`src/rtl/typec_mux_pkg.sv`:
```
package typec_mux_pkg;

    localparam int DP_LANES = 4;
    localparam int SRC_W    = 2;
    localparam int DP2_LANES = DP_LANES / 2;

    typedef enum logic [1:0] {
        MODE_OFF     = 2'd0,
        MODE_USB     = 2'd1,
        MODE_DP4     = 2'd2,
        MODE_USB_DP2 = 2'd3
    } mode_e;

    // bit 1 selects the connector pair, bit 0 picks RX over TX
    typedef enum logic [SRC_W-1:0] {
        SRC_TX1 = 2'd0,
        SRC_RX1 = 2'd1,
        SRC_TX2 = 2'd2,
        SRC_RX2 = 2'd3
    } src_e;

    typedef struct packed {
        logic vld;
        src_e src;
    } lane_sel_t;

    typedef struct packed {
        lane_sel_t [DP_LANES-1:0] dp;
        logic                     ss_vld;
        logic                     ss_pair;
        logic                     pwr_dn;
    } route_t;

    function automatic mode_e decode_mode(input logic m1, input logic m0);
        case ({m1, m0})
            2'b00:   return MODE_OFF;
            2'b01:   return MODE_USB;
            2'b10:   return MODE_DP4;
            default: return MODE_USB_DP2;
        endcase
    endfunction

    // unflipped lane order for the DisplayPort lanes
    function automatic src_e dp_base_src(input int lane);
        case (lane)
            0:       return SRC_TX2;
            1:       return SRC_RX2;
            2:       return SRC_RX1;
            default: return SRC_TX1;
        endcase
    endfunction

    // orientation swaps connector pair 1 and pair 2
    function automatic src_e flip_src(input src_e s, input logic flip);
        return src_e'({s[1] ^ flip, s[0]});
    endfunction

endpackage

```
`src/rtl/pin_sync.sv`:
```
module pin_sync #(
    parameter int WIDTH  = 3,
    parameter int STAGES = 2
) (
    input  logic             clk,
    input  logic             rst,
    input  logic [WIDTH-1:0] d_i,
    output logic [WIDTH-1:0] q_o
);
    logic [STAGES-1:0][WIDTH-1:0] stage_q;

    for (genvar s = 0; s < STAGES; s++) begin : g_stage
        if (s == 0) begin : g_first
            always_ff @(posedge clk) begin
                if (rst) stage_q[0] <= '0;
                else     stage_q[0] <= d_i;
            end
        end else begin : g_next
            always_ff @(posedge clk) begin
                if (rst) stage_q[s] <= '0;
                else     stage_q[s] <= stage_q[s-1];
            end
        end
    end

    assign q_o = stage_q[STAGES-1];
endmodule

```
`src/rtl/release_gate.sv`:
```
module release_gate (
    input  logic clk,
    input  logic rst,
    input  logic m0_sync_i,
    output logic held_o
);
    logic held_q;
    logic seen_high_q;

    always_ff @(posedge clk) begin
        if (rst) begin
            held_q      <= 1'b1;
            seen_high_q <= 1'b0;
        end else if (held_q) begin
            if (m0_sync_i)        seen_high_q <= 1'b1;
            else if (seen_high_q) held_q      <= 1'b0;
        end
    end

    assign held_o = held_q;
endmodule

```
`src/rtl/sbu_timer.sv`:
```
module sbu_timer #(
    parameter int TIMEOUT_CYC = 500000
) (
    input  logic clk,
    input  logic rst,
    input  logic dp_en_i,
    output logic conn_o
);
    localparam int CNT_W = $clog2(TIMEOUT_CYC + 1);
    localparam logic [CNT_W-1:0] LIMIT = CNT_W'(TIMEOUT_CYC);

    logic [CNT_W-1:0] low_cnt_q;
    logic             conn_q;

    always_ff @(posedge clk) begin
        if (rst) begin
            conn_q    <= 1'b0;
            low_cnt_q <= '0;
        end else if (dp_en_i) begin
            conn_q    <= 1'b1;
            low_cnt_q <= '0;
        end else if (conn_q) begin
            if (low_cnt_q == LIMIT) begin
                conn_q    <= 1'b0;
                low_cnt_q <= '0;
            end else begin
                low_cnt_q <= low_cnt_q + 1'b1;
            end
        end
    end

    assign conn_o = conn_q;
endmodule

```
`src/rtl/lane_router.sv`:
```
module lane_router
    import typec_mux_pkg::*;
(
    input  mode_e  mode_i,
    input  logic   flip_i,
    output route_t route_o
);
    always_comb begin
        route_o = '0;
        case (mode_i)
            MODE_OFF: begin
                route_o.pwr_dn = 1'b1;
            end
            MODE_USB: begin
                route_o.ss_vld  = 1'b1;
                route_o.ss_pair = flip_i;
            end
            MODE_DP4: begin
                for (int i = 0; i < DP_LANES; i++) begin
                    route_o.dp[i].vld = 1'b1;
                    route_o.dp[i].src = flip_src(dp_base_src(i), flip_i);
                end
            end
            default: begin
                route_o.ss_vld  = 1'b1;
                route_o.ss_pair = flip_i;
                for (int i = 0; i < DP2_LANES; i++) begin
                    route_o.dp[i].vld = 1'b1;
                    route_o.dp[i].src = flip_src(dp_base_src(i), flip_i);
                end
            end
        endcase
    end
endmodule

```
`src/rtl/typec_altmode_ctrl.sv`:
```
module typec_altmode_ctrl
    import typec_mux_pkg::*;
#(
    parameter int CLK_KHZ    = 250000,
    parameter int TIMEOUT_US = 2000
) (
    input  logic                      clk,
    input  logic                      rst,
    input  logic                      mode1_i,
    input  logic                      mode0_i,
    input  logic                      orient_i,
    output logic [DP_LANES*SRC_W-1:0] dp_src_o,
    output logic [DP_LANES-1:0]       dp_vld_o,
    output logic                      ss_vld_o,
    output logic                      ss_pair_o,
    output logic                      sbu_conn_o,
    output logic                      sbu_swap_o,
    output logic                      pwr_dn_o
);
    localparam int TIMEOUT_CYC = CLK_KHZ * TIMEOUT_US / 1000;

    logic [2:0] pins_s;
    logic       s_m1, s_m0, s_orient;
    logic       held;
    logic       m1_eff;
    mode_e      eff_mode;
    route_t     route;

    pin_sync #(.WIDTH(3), .STAGES(2)) u_sync (
        .clk (clk),
        .rst (rst),
        .d_i ({mode1_i, mode0_i, orient_i}),
        .q_o (pins_s)
    );

    assign {s_m1, s_m0, s_orient} = pins_s;

    release_gate u_gate (
        .clk       (clk),
        .rst       (rst),
        .m0_sync_i (s_m0),
        .held_o    (held)
    );

    assign m1_eff   = s_m1 & ~held;
    assign eff_mode = held ? MODE_USB : decode_mode(s_m1, s_m0);

    lane_router u_router (
        .mode_i  (eff_mode),
        .flip_i  (s_orient),
        .route_o (route)
    );

    sbu_timer #(.TIMEOUT_CYC(TIMEOUT_CYC)) u_timer (
        .clk     (clk),
        .rst     (rst),
        .dp_en_i (m1_eff),
        .conn_o  (sbu_conn_o)
    );

    for (genvar g = 0; g < DP_LANES; g++) begin : g_lane
        assign dp_src_o[g*SRC_W +: SRC_W] = route.dp[g].src;
        assign dp_vld_o[g]                = route.dp[g].vld;
    end

    assign ss_vld_o   = route.ss_vld;
    assign ss_pair_o  = route.ss_pair;
    assign pwr_dn_o   = route.pwr_dn;
    assign sbu_swap_o = s_orient;
endmodule

```
`config.mk`:
```
export PLATFORM = sky130hd
export DESIGN_NAME = typec_altmode_ctrl
export DESIGN_NICKNAME = d
export VERILOG_FILES = /design/src/rtl/typec_mux_pkg.sv /design/src/rtl/pin_sync.sv /design/src/rtl/release_gate.sv /design/src/rtl/sbu_timer.sv /design/src/rtl/lane_router.sv /design/src/rtl/typec_altmode_ctrl.sv
export SDC_FILE = /design/constraint.sdc
export NUM_CORES = 1
export LEC_CHECK = 0
export ABC_AREA = 0
export BUFFER_PORTS_ARGS = -buffer_cell sky130_fd_sc_hd__buf_2
export CAP_MARGIN = 20
export CORE_AREA = 4 4 52 54
export DETAILED_ROUTE_END_ITERATION = 8
export DIE_AREA = 0 0 56 58
export GPL_TIMING_DRIVEN = 1
export PLACE_DENSITY_LB_ADDON = 0.1
export SYNTH_ARGS = -nofsm -noshare
export SYNTH_HDL_FRONTEND = slang
export SYNTH_SLANG_ARGS = --single-unit
export TNS_END_PERCENT = 5
```
`constraint.sdc`:
```
create_clock -name clk -period 5.35 [get_ports clk]
set_input_delay 0.2675 -clock clk [delete_from_list [all_inputs] [get_ports clk]]
set_output_delay 0.2675 -clock clk [all_outputs]
set_load 0.03 [all_outputs]
```
## After elaboration in Yosys (flattened, before gate mapping)

Cells that the tools add are included.

| word-level totals | value |
|---|---|
| register bits | 28 |
| input port bits | 5 |
| output and inout bits | 17 |
| word-level logic and storage cells | 46 |

| cells by class | value |
|---|---|
| add/subtract/negate cells | 1 |
| eq/ne operators | 5 |
| muxes and demuxes | 19 |
| bitwise operators | 8 |
| reductions and logical operators | 7 |

Operators with widths:

| kind | count |
|---|---|
| 19-bit by 1-bit adder with 19-bit output, second input constant | 1 |
| 19-bit == test, second input constant | 1 |
| 19-bit two-way mux | 1 |
| 2-bit two-way mux | 8 |
| 6-bit one-hot mux with 2 select lines | 1 |
| 1-bit two-way mux | 7 |
| 6-bit two-way mux | 1 |
| 2-bit one-hot mux with 3 select lines | 1 |
| 2-bit OR reduction | 3 |
| 1-bit bitwise XOR | 6 |
| 2-bit by 1-bit == test with 1-bit output, second input constant | 2 |
| 2-bit == test, second input constant | 2 |
| 2-bit zero test | 2 |
| 3-bit OR reduction | 1 |
| 2-bit AND reduction | 1 |
| 1-bit AND | 1 |
| 1-bit NOT | 1 |

## Longest topological paths before layout

| logic depth | value |
|---|---|
| word-level depth | 8 |
| depth in mapped cells | 7 |
| depth with buffers taken out | 6 |

## Hierarchy

A second synthesis with hierarchy kept.

| unflattened totals | value |
|---|---|
| cell total of the unflattened synthesis | 157 |
| area, all modules | 1371.3 sq um |

Modules (own cells, without submodules):

| module | times used | cells each | area an instance (sq um) | seq. area each (sq um) |
|---|---|---|---|---|
| sbu_timer | 1 | 117 | 1006.0 | 400.4 |
| pin_sync | 1 | 15 | 180.2 | 120.1 |
| lane_router | 1 | 16 | 103.8 | 0.0 |
| release_gate | 1 | 6 | 62.6 | 40.0 |
| typec_altmode_ctrl | 1 | 3 | 18.8 | 0.0 |

## Least setup slack after synthesis

Ideal clock, no wire load.

| path | value |
|---|---|
| path kind | flip-flop to flip-flop |
| start point | register u_timer.conn_q, in the netlist u_timer.conn_o |
| end point | register u_timer.low_cnt_q[15] |
| library setup time | 70 ps |
| arrival time | 2004 ps |
| required time | 5280 ps |
| setup slack | 3276 ps |
| stages on the path, launching flop included | 6 |
| buffers on the path | 1 |
| clock period less this slack | 2074 ps |
| path through | dfxtp_1 -> nand3_1 -> or4_1 -> buf_2 -> or4_1 -> a21oi_1 |

RTL lines:

| what | line | RTL |
|---|---|---|
| start, declared | sbu_timer.sv:13 | `logic conn_q;` |
| start signal, assigned | sbu_timer.sv:17 | `conn_q <= 1'b0;` |
| start signal, assigned | sbu_timer.sv:20 | `conn_q <= 1'b1;` |
| start signal, assigned | sbu_timer.sv:24 | `conn_q <= 1'b0;` |
| end signal, assigned | sbu_timer.sv:27 | `low_cnt_q <= low_cnt_q + 1'b1;` |
| end, declared | sbu_timer.sv:12 | `logic [CNT_W-1:0] low_cnt_q;` |

## Final worst setup path

| path | value |
|---|---|
| start point | register u_timer.low_cnt_q[0] |
| end point | register u_timer.low_cnt_q[18] |

| on the way | value |
|---|---|
| longest elaborated chain between the ends | 2 |
| elaborated cells between the ends (all ways) | 3 |
| those cells by class | 1 x add/sub; 1 x eq/ne; 1 x mux |

RTL lines:

| what | line | RTL |
|---|---|---|
| 19-bit by 1-bit adder with 19-bit output or 19-bit == test (tied branches) | sbu_timer.sv:27, sbu_timer.sv:23 |  |
| 19-bit two-way mux (*) | sbu_timer.sv:23 | `if (low_cnt_q == LIMIT) begin` |

Every way passes the cells marked *; elsewhere a longest branch is shown, timed or not.
A chain may end at the register's enable or synchronous reset.

==> impl_results.md <==
- CP Capture Type: register
- GRT Util Overall: 15.2%
- Final min period: 2.19 ns
- Fin cells: 190
- Via count: 1046
- Number of hold violations in the final report: 0
- Placed cell count: 185
- DRT Wirelength: 2360 um
- Sink Count: 28
- CTS Buf Count: 3
- Netlist cell types: 33
- Mapped Cells: 148
- Yosys reg bits: 28
- Vias/cell: 5.51
- Worst-path cell chain: ha_1 -> nand4_1 -> or3_1 -> or4_1 -> a21oi_1
- Pins Over Slew Limit: 0
- Dpl hpwl: 1820 um
- Gpl congestion: 0.779
- Clk_lat worst skew: 0.33 ns
- Yosys synthesis warning count: 0
- Buffers & Inverters on Critical Path: 0
- Req. time, crit path: 5.62 ns
- Netlist Area Pre-Place: 0.00128 sq mm
- DRT Pass-1 Iters: 7
- Global-route wire length before repair: 3920 um
- Synth Area per Inst: 8.64 sq um
- RSZ-0062 raised after global routing: false
- Worst Setup Slack, final: 3.16 ns
- Hold-fix buffers, CTS: 0
- Port Buffers: 19
- Fin nets: 170
- Top cell type's share of synthesized area: 43.8%
- Clock Path Buffers: 2
- DIE AREA: 0.00325 sq mm
- CP max-delay cell: or3_1
- Core Box Area: 0.00221 sq mm
- Largest stage delay, worst path: 0.54 ns
- Largest net degree at the start of global routing: 18
- Tcrit/Tclk final: 41.0%
- Max H-tree Level: 1
- Initial antenna violation count: 0
- Share of layout cells above drive strength 1: 17.9%
- Die Y: 58 um
- Crit start category: register
- PD cells: 241 mW/mm^2
- Syn-to-layout area delta: 8.12%
- Static Leak: 0.513 nW
- Number of global-route vias before repair: 914
- Pre-CTS worst setup slack: 3.03 ns
- Post-synth top area cell: dfxtp_1
- Worst vdd ir: 0.000174 V
- Endpoints failing setup: 0
- Initial DRC Count: 30
- Worst min-delay path class: input port to register
- Post-synth EDFFs: 0
- Status: complete, no violations
- Setup TNS: 0 ns
- CTS resizes: 0
- Clock transition at path regs: 0.14 ns
- Rows: 17
- ANT nets after route: 0
- Top_reg_cell synth: dfxtp_1
- Starting Density: 57.8%
- Hold Slack: 0.140 ns
- Residual DRC count: 0
- Post-synthesis async set-or-reset flop share: 0%
- Post-synthesis sequential area ratio: 43.8%
- Ant diodes: 0
- Worst Path Arrival: 2.46 ns
- Die Span X: 56 um
- Postcts setup bufs: 0
- Worst slew pin tran: 0.666 ns
- Pwr Total: 0.000333 W
- Number of I/O pins: 22
- Wire per inst: 12.4 um
- Fmax: 456 MHz
- CP max FO: 6
- Crit-path leading delay family: simple AND/OR/NAND/NOR gates
- Global route overflow: 0
- Critical path type: register to register
- Final Skew: 0.00146 ns
- Rel. slew slack: 55.4%
- Max-cap viol count: 0
- Largest cells by area after synthesis: dfxtp_1, xnor2_1, nor2_1
- CTS tree: built
- Clock root buffer: clkbuf_4
==> flip-flops by register name, summed over array words and instances (netlist names) <==
signal,flops
u_gate.seen_high_q,1
u_gate.held_o,1
u_timer.conn_o,1
u_sync.stage_q,3
u_timer.low_cnt_q,19
u_sync.q_o,3
==> area by class of cell <==
| class | count | area [sq um] |
|---|---|---|
| Sequential cell | 28 | 561 |
| Fill cell | 211 | 830 |
| Tap cell | 28 | 35.0 |
| Multi-Input combinational cell | 102 | 618 |
| Timing Repair Buffer | 20 | 103 |
| Inverter | 8 | 30.0 |
| Clock buffer | 4 | 36.3 |
==> metal layers <==
layer	wire length, um	up-vias	track usage, %
met3	136	5	4.90
met2	1120	31	25.4
met5	0	-	0
li1	-	525	-
met4	37	0	5.08
met1	1070	485	18.6
==> kinds of logic (layout without fill, tap and decap cells) <==
| group | count (synthesis) | in the layout | synth area share [%] |
|---|---|---|---|
| other cells | 1 | 2 | 0.293 |
| buf+inv | 19 | 32 | 8.12 |
| flops | 28 | 28 | 43.8 |
| simple gates | 68 | 68 | 28.9 |
| compound gates | 19 | 19 | 9.39 |
| fa+ha+maj | 2 | 2 | 1.96 |
| xor+xnor | 11 | 11 | 7.53 |
==> cell usage in the layout (no fill, tap or decap), types with 2 or more instances in the layout <==
master / netlist / final
nand3_1: 6 / 6
clkbuf_4: 0 / 3
o41ai_1: 2 / 2
buf_2: 2 / 19
xnor2_1: 9 / 9
nand2_1: 8 / 8
nand2b_1: 2 / 2
inv_1: 8 / 8
ha_1: 2 / 2
nor2b_1: 6 / 6
or4_1: 4 / 4
and2_1: 2 / 2
nor4_1: 4 / 4
nor2_1: 20 / 20
conb_1: 1 / 2
dfxtp_1: 28 / 28
o31ai_1: 3 / 3
o21ai_0: 4 / 4
nand4_1: 5 / 5
or3_2: 2 / 2
xor2_1: 2 / 2
nor3_1: 2 / 2
a21oi_1: 8 / 8
==> synthesized netlist by cell type, types with 2 or more instances <==
cell,count
xor2_1,2
dfxtp_1,28
nor4_1,4
or4_1,4
o41ai_1,2
or3_2,2
o21ai_0,4
nor2_1,20
buf_2,2
nand2_1,8
buf_4,8
nand3_1,6
ha_1,2
a21oi_1,8
nor2b_1,6
o31ai_1,3
and2_1,2
xnor2_1,9
nand2b_1,2
nand4_1,5
inv_1,8
nor3_1,2
==> metrics by stage <==
stage               instance area, sq um  util (%)
floorplan                           1280         -
global placement                    1340      60.5
detailed placement                  1340      60.5
CTS                                 1380      62.2
global route                        1380      62.5
finish                              1380      62.5
==> path summary, 6_finish.rpt <==
kind         slack [ns]  depth (start not counted)                  from                     to
min reg2reg        0.45                          1     u_sync.stage_q[0]          u_sync.q_o[0]
max reg2reg        3.16                          5  u_timer.low_cnt_q[0]  u_timer.low_cnt_q[18]
max                3.16                          5  u_timer.low_cnt_q[0]  u_timer.low_cnt_q[18]
min                0.14                          2               mode1_i      u_sync.stage_q[2]
==> power by group <==
group	switching (W)	internal, W
logic	0.0000129	0.00000599
registers	0.00000181	0.000212
clock network	0.0000591	0.0000417
total	0.0000738	0.000259
Power figures use the tool's default switching activity.
